<file path="src/rtl/pmu_pkg.sv">
package pmu_pkg;

    // Register map is fixed at four counters
    localparam int NUM_CTR = 4;

    // Global control, bit 0 = freeze, 1 = freeze-on-event, 2 = overflow exception enable, 3 = facility enable
    typedef struct packed {
        logic fe;
        logic oie;
        logic foe;
        logic frz;
    } gctl_t;

    // Local control A, bit 0 = user freeze, 1 = supervisor freeze, 2 = software freeze, 3 = overflow signal enable
    typedef struct packed {
        logic ovf_en;
        logic frz_sw;
        logic frz_sup;
        logic frz_usr;
    } lctla_t;

    typedef enum logic [2:0] {
        RK_NONE,
        RK_GCTL,
        RK_CTR,
        RK_LCA,
        RK_LCB
    } reg_kind_e;

    function automatic reg_kind_e decode_kind(input logic [3:0] loc);
        if (loc == 4'd0)       return RK_GCTL;
        else if (loc[3])       return loc[0] ? RK_LCB : RK_LCA;
        else if (loc[2])       return RK_CTR;
        else                   return RK_NONE;
    endfunction

    function automatic logic [1:0] decode_idx(input logic [3:0] loc);
        return loc[3] ? loc[2:1] : loc[1:0];
    endfunction

endpackage

</file>
<file path="src/rtl/pmu_counter.sv">
module pmu_counter #(
    parameter int CTR_W   = 32,
    parameter int NUM_EVT = 128,
    localparam int SEL_W  = $clog2(NUM_EVT)
) (
    input  logic               clk,
    input  logic               rst,
    input  logic [NUM_EVT-1:0] evt,
    input  logic [SEL_W-1:0]   sel,
    input  logic               run,
    input  logic               wr,
    input  logic [CTR_W-1:0]   wdata,
    output logic [CTR_W-1:0]   cnt,
    output logic               ovf
);

    logic [CTR_W-1:0] cnt_q;
    logic             hit;
    logic             step;

    assign hit  = evt[sel];
    assign step = run && hit && !(&cnt_q);

    always_ff @(posedge clk) begin
        if (rst)       cnt_q <= '0;
        else if (wr)   cnt_q <= wdata;
        else if (step) cnt_q <= cnt_q + 1'b1;
    end

    assign cnt = cnt_q;
    assign ovf = cnt_q[CTR_W-1];


    sw_wins_chk: assert property (@(posedge clk) disable iff (rst)
        wr |=> (cnt == $past(wdata)));


    ovf_sticky_chk: assert property (@(posedge clk) disable iff (rst)
        (ovf && !wr) |=> ovf);

endmodule

</file>
<file path="src/rtl/pmu_irq_gate.sv">
module pmu_irq_gate #(
    parameter int N = 4
) (
    input  logic         clk,
    input  logic         rst,
    input  logic [N-1:0] ovf,
    input  logic [N-1:0] ovf_en,
    input  logic         oie,
    input  logic         fe,
    input  logic         ext_ie,
    output logic         any_ovf_en,
    output logic         irq
);

    assign any_ovf_en = |(ovf & ovf_en);
    assign irq        = any_ovf_en && oie && fe && ext_ie;


    irq_gate_chk: assert property (@(posedge clk) disable iff (rst)
        irq |-> (ext_ie && oie && fe && (ovf != '0)));

endmodule

</file>
<file path="src/rtl/pmu_evt_monitor.sv">
module pmu_evt_monitor
    import pmu_pkg::*;
#(
    parameter int CTR_W   = 32,
    parameter int NUM_EVT = 128,
    parameter int ADDR_W  = 5,
    localparam int SEL_W  = $clog2(NUM_EVT),
    localparam int LA_W   = $bits(lctla_t),
    localparam int GC_W   = $bits(gctl_t)
) (
    input  logic               clk,
    input  logic               rst,
    input  logic [NUM_EVT-1:0] evt_in,
    input  logic               priv_super,
    input  logic               ext_int_en,
    input  logic               reg_wr,
    input  logic [ADDR_W-1:0]  reg_addr,
    input  logic [CTR_W-1:0]   reg_wdata,
    output logic [CTR_W-1:0]   reg_rdata,
    output logic               irq,
    output logic               acc_err
);

    gctl_t             gctl_q;
    lctla_t            la_q [NUM_CTR];
    logic [SEL_W-1:0]  lb_q [NUM_CTR];
    logic [CTR_W-1:0]  cnt  [NUM_CTR];
    logic [NUM_CTR-1:0] ovf_v, ovf_en_v, run_v, ctr_wr;
    logic              any_ovf_en;
    logic              acc_err_q;

    logic              mirror;
    logic [3:0]        loc;
    reg_kind_e         kind;
    logic [1:0]        idx;
    logic              wr_ok, bad_wr, gctl_wr, hw_frz_set;

    assign mirror  = reg_addr[ADDR_W-1];
    assign loc     = reg_addr[3:0];
    assign kind    = decode_kind(loc);
    assign idx     = decode_idx(loc);
    assign wr_ok   = reg_wr && priv_super && !mirror;
    assign bad_wr  = reg_wr && !(priv_super && !mirror);
    assign gctl_wr = wr_ok && (kind == RK_GCTL);

    assign hw_frz_set = gctl_q.foe && gctl_q.fe && any_ovf_en;

    // Global control: software write first, hardware freeze-on-event otherwise
    always_ff @(posedge clk) begin
        if (rst)             gctl_q <= '0;
        else if (gctl_wr)    gctl_q <= gctl_t'(reg_wdata[GC_W-1:0]);
        else if (hw_frz_set) gctl_q.frz <= 1'b1;
    end

    always_ff @(posedge clk) begin
        if (rst) acc_err_q <= 1'b0;
        else     acc_err_q <= bad_wr;
    end
    assign acc_err = acc_err_q;

    generate
        for (genvar i = 0; i < NUM_CTR; i++) begin : g_ctr
            logic la_wr, lb_wr;
            assign la_wr     = wr_ok && (kind == RK_LCA) && (idx == 2'(i));
            assign lb_wr     = wr_ok && (kind == RK_LCB) && (idx == 2'(i));
            assign ctr_wr[i] = wr_ok && (kind == RK_CTR) && (idx == 2'(i));

            always_ff @(posedge clk) begin
                if (rst) begin
                    la_q[i] <= '0;
                    lb_q[i] <= '0;
                end else begin
                    if (la_wr) la_q[i] <= lctla_t'(reg_wdata[LA_W-1:0]);
                    if (lb_wr) lb_q[i] <= reg_wdata[SEL_W-1:0];
                end
            end

            assign run_v[i] = gctl_q.fe && !gctl_q.frz && !la_q[i].frz_sw
                            && !(la_q[i].frz_usr && !priv_super)
                            && !(la_q[i].frz_sup &&  priv_super);
            assign ovf_en_v[i] = la_q[i].ovf_en;

            pmu_counter #(
                .CTR_W   (CTR_W),
                .NUM_EVT (NUM_EVT)
            ) u_ctr (
                .clk   (clk),
                .rst   (rst),
                .evt   (evt_in),
                .sel   (lb_q[i]),
                .run   (run_v[i]),
                .wr    (ctr_wr[i]),
                .wdata (reg_wdata),
                .cnt   (cnt[i]),
                .ovf   (ovf_v[i])
            );


            fe_hold_chk: assert property (@(posedge clk) disable iff (rst)
                (!gctl_q.fe && !ctr_wr[i]) |=> $stable(cnt[i]));


            gfrz_hold_chk: assert property (@(posedge clk) disable iff (rst)
                (gctl_q.frz && !ctr_wr[i]) |=> $stable(cnt[i]));
        end
    endgenerate

    pmu_irq_gate #(.N(NUM_CTR)) u_irq (
        .clk        (clk),
        .rst        (rst),
        .ovf        (ovf_v),
        .ovf_en     (ovf_en_v),
        .oie        (gctl_q.oie),
        .fe         (gctl_q.fe),
        .ext_ie     (ext_int_en),
        .any_ovf_en (any_ovf_en),
        .irq        (irq)
    );

    // Read mux; mirror addresses return the same contents
    always_comb begin
        reg_rdata = '0;
        case (kind)
            RK_GCTL: reg_rdata = CTR_W'(gctl_q);
            RK_CTR:  reg_rdata = cnt[idx];
            RK_LCA:  reg_rdata = CTR_W'(la_q[idx]);
            RK_LCB:  reg_rdata = CTR_W'(lb_q[idx]);
            default: reg_rdata = '0;
        endcase
    end


    bad_wr_err_chk: assert property (@(posedge clk) disable iff (rst)
        bad_wr |=> acc_err);


    bad_wr_gctl_chk: assert property (@(posedge clk) disable iff (rst)
        (bad_wr && !hw_frz_set) |=> $stable(gctl_q));


    foe_frz_chk: assert property (@(posedge clk) disable iff (rst)
        (hw_frz_set && !gctl_wr) |=> gctl_q.frz);

endmodule

</file>
<file path="config.mk">
export PLATFORM = sky130hd
export DESIGN_NAME = pmu_evt_monitor
export DESIGN_NICKNAME = d
export VERILOG_FILES = /design/src/rtl/pmu_pkg.sv /design/src/rtl/pmu_counter.sv /design/src/rtl/pmu_irq_gate.sv /design/src/rtl/pmu_evt_monitor.sv
export SDC_FILE = /design/constraint.sdc
export NUM_CORES = 1
export LEC_CHECK = 0
export ABC_AREA = 0
export BUFFER_PORTS_ARGS = -buffer_cell sky130_fd_sc_hd__buf_2
export CORE_UTILIZATION = 40
export CTS_CLUSTER_SIZE = 8
export DETAILED_ROUTE_END_ITERATION = 12
export GPL_TIMING_DRIVEN = 0
export PLACE_DENSITY = 0.63
export SLEW_MARGIN = 20
export SYNTH_ARGS = -nofsm -noshare
export SYNTH_HDL_FRONTEND = slang
export SYNTH_SLANG_ARGS = --single-unit
</file>
<file path="constraint.sdc">
create_clock -name clk -period 10 [get_ports clk]
set_input_delay 1.5 -clock clk [delete_from_list [all_inputs] [get_ports clk]]
set_output_delay 1.5 -clock clk [all_outputs]
set_load 0.03 [all_outputs]
</file>
==> flow_metrics.tcl <==
set metrics [dict create \
    status "finished clean" \
    fp-row-count 70 \
    drive_above_1_share_pct 24.7 \
    die_w_microns 196 \
    place.gp.congestion 1.03 \
    p_leak_nw 5.75 \
    endpoint_kind "primary output" \
    worstHoldStart "g_ctr[0].u_ctr.cnt[22]" \
    synth_seq_cells 177 \
    fin_tns_setup_ns 0 \
    vias_per_cell 7.02 \
    clk-insertion-delay-late_ns 0.46 \
    cts-root-buf "clkbuf_16" \
    highest_layer "met5" \
    p_per_area_mw_per_mm2 109 \
    synth_edf_count 44 \
    regArea_sq_mm 0.00398 \
    antenna_found_initial 2 \
    yosys.area_share.xor_xnor_pct 4.07 \
    hpwl_mm 53.3 \
    final.setup.worst_slack_ns 3.75 \
    finalClockSkew_ns 0.0118 \
    r2r_start "lb_q[3][1]" \
    netlist.area_leader.share_pct 23.9 \
    routed_wl_mm 69.1 \
    grt_first_pass_wirelength_mm 101 \
    rsz0062_at_grt "no" \
    cp_common_cell "clkbuf_1" \
    cts.sinks 177 \
    hp-class "reg -> reg" \
    drc 0 \
    cp.arrival_ns 4.75 \
    numCtsBuffers 17 \
    final_cell_mix "buf_2 (219), nor2_1 (165), mux4_2 (160)" \
    max_slew_margin_pct 26.5 \
    htree_levels 4 \
    synthTopCellsByArea "mux4_2 (24%), dfxtp_1 (18%), edfxtp_1 (8.8%)" \
    critical-path-max-stage-delay_ns 0.68 \
    synth.avg_cell_area_sq_um 9.60 \
    stdcell_count 2272 \
    ys_types 70 \
    hold_buffers 0 \
    crit_start "reg_addr[3]" \
    synthFlopType "dfxtp_1" \
    syn_inst 1567 \
    dp_cells 2239 \
    die_h_microns 196 \
    cts_tree "done" \
    cpLargestDelayFamily "buffers and inverters" \
    cap_violations 0 \
    grt_overflow 0 \
    mostFrequentLayoutCell "buf_2" \
    place_ws_ns 3.74 \
    fin_nets 1964 \
    yosysTopAreaCell "mux4_2" \
    synthMuxAreaShare_pct 27.5 \
    route.met3.wl_mm 8.60 \
    path_max_fanout 10 \
    vias 16000 \
    cp_cell_sequence "clkbuf_1 -> mux2i_1 -> clkbuf_1 -> buf_1 -> buf_8 -> mux4_2 -> a222oi_1 -> inv_1 -> buf_2" \
    finalMaxSlewViolations 0 \
    timing.critical_path.buf_inv 6 \
    synth_compound_area_share_pct 14.5 \
    worst_pin_slew_ns 1.09 \
    start_util_pct 40.9 \
    drt-initial-drc-count 2300 \
    wl_per_cell_microns 30.4 \
    setup_violations 0 \
    post_cts_buffers 0 \
    holdWs_ns 0.536 \
    start_kind "input pin" \
    cts_resized 0 \
    clkSlewWorstSetupHoldPaths_ns 0.07 \
    hold_viol 0 \
    grt_pass1_vias 15100 \
    cp.required_ns 8.50 \
    yosys_warnings 0 \
    synth_top_family_by_area "multiplexers" \
    wl_met2_mm 30.5 \
    syn_area_sq_mm 0.0150 \
    die_area_sq_mm 0.0384 \
    timing.fmax_ghz 0.160 \
    async_flop_share_pct 0 \
    ioPinCount 204 \
    synth_fp_nets 1741 \
    firstDrtPassIters 8 \
    yosysSeqAreaShare_pct 26.5 \
    fin_crit_ns 6.25 \
    cp_slowest_cell "clkbuf_1" \
    ant_nets 0 \
    crit_type "in -> out" \
    synthSimpleGateAreaFrac_pct 22.5 \
    worst_ir_drop_vdd_uv 143 \
    core_region_area_sq_mm 0.0368 \
    areaGrowthSynthToFinish_pct 14.6 \
    grt_start_max_net_pins 17 \
    fill_cells 3554 \
    synth_fa_ha_area_share_pct 0.333 \
    m1WireLength_mm 26.9 \
    multi_input_area_sq_mm 0.0104 \
    clock_path_buffers 2 \
    final.period_utilization_pct 62.5 \
    grtUsageTotal_pct 36.1 \
    portBuffers 201 \
]
tightest hold or removal path: stages, from the launching register on:
cell and delay [ns]:
dfxtp_1 0.33, o21ai_0 0.08, a311oi_1 0.08
path summary, 6_finish.rpt:
| check | slack [ns] | cells after the start | endpoint |
|---|---|---|---|
| worst max register to register | 5.45 | 10 | g_ctr[3].u_ctr.cnt[15] |
| worst min register to register | 0.54 | 2 | g_ctr[0].u_ctr.cnt[22] |
| worst max-delay path | 3.75 | 9 | reg_rdata[0] |
| worst min-delay path | 0.54 | 2 | g_ctr[0].u_ctr.cnt[22] |
flip-flops by register name, indices dropped and copies added (netlist names):
name and count:
gctl_q 4, la_q 16, acc_err 1, lb_q 28, g_ctr.u_ctr.cnt 128
cell families after synthesis:
logic type                 after synthesis
xor gates and xnor gates                70
muxes                                  207
adders and majority gates                4
DFF                                    177
buffers and inverters                  158
AOI/OAI and AO/OA                      302
and+or+nand+nor                        649
cell type report:
cell class / count / share of cell area (%)
clock inverters: 13 / 0.704
inverters: 27 / 0.588
multi-input cells: 1232 / 60.2
repair buffers: 204 / 6.04
plain buffers: 131 / 3.49
well taps: 468 / 3.40
flip-flops and latches: 177 / 23.1
clock buffers: 19 / 2.51
diodes: 1 / 0.0145
power breakdown:
part | switching, mW | internal, mW | leakage [nW]
Combinational | 0.252 | 0.178 | 3.99
Sequential | 0.0209 | 0.747 | 1.49
Clock | 0.310 | 0.363 | 0.263
synth_stat cells (4+ instances only):
library cell  number
inv_1             26
o31a_1             7
mux2i_1           35
xnor2_1           55
dfxtp_1          133
o21ai_0           47
nand2_1           80
ha_1               4
and4_1            16
or4_1             16
and3_1            28
or2_2              5
a21oi_1           28
xor2_1            15
o31ai_1           14
nor4_1            22
edfxtp_1          44
a211oi_1          78
buf_1             14
a31oi_1           10
or3_1             31
nor2_1           165
o22ai_1            6
a221oi_1           8
nand4_1           33
nor2b_1           19
and2_1            77
nor3b_1            4
nand2b_1          19
a22oi_1           31
buf_2             16
clkbuf_1          86
mux4_2           160
a22o_1             4
a311oi_1          43
buf_4             11
mux2_2             9
nand3_1           74
nor3_1            49
through the flow:
stage / cell area, sq um / power (mW) / utilization (%)
final: 17200 / 1.87 / 46.9
after global routing: 17200 / 1.91 / 46.9
after CTS: 17200 / 1.85 / 46.9
after detailed placement: 16700 / 1.20 / 45.3
after global placement: 16600 / 1.19 / 45.2
after floorplan: 15000 / 1.02 / -
layer usage:
metal / vias to the layer above / track usage, %
met5: - / 0
met4: 2 / 14.9
met3: 224 / 8.63
met2: 1277 / 55.1
met1: 7847 / 49.1
li1: 6602 / -
Power figures use the tool's default switching activity.
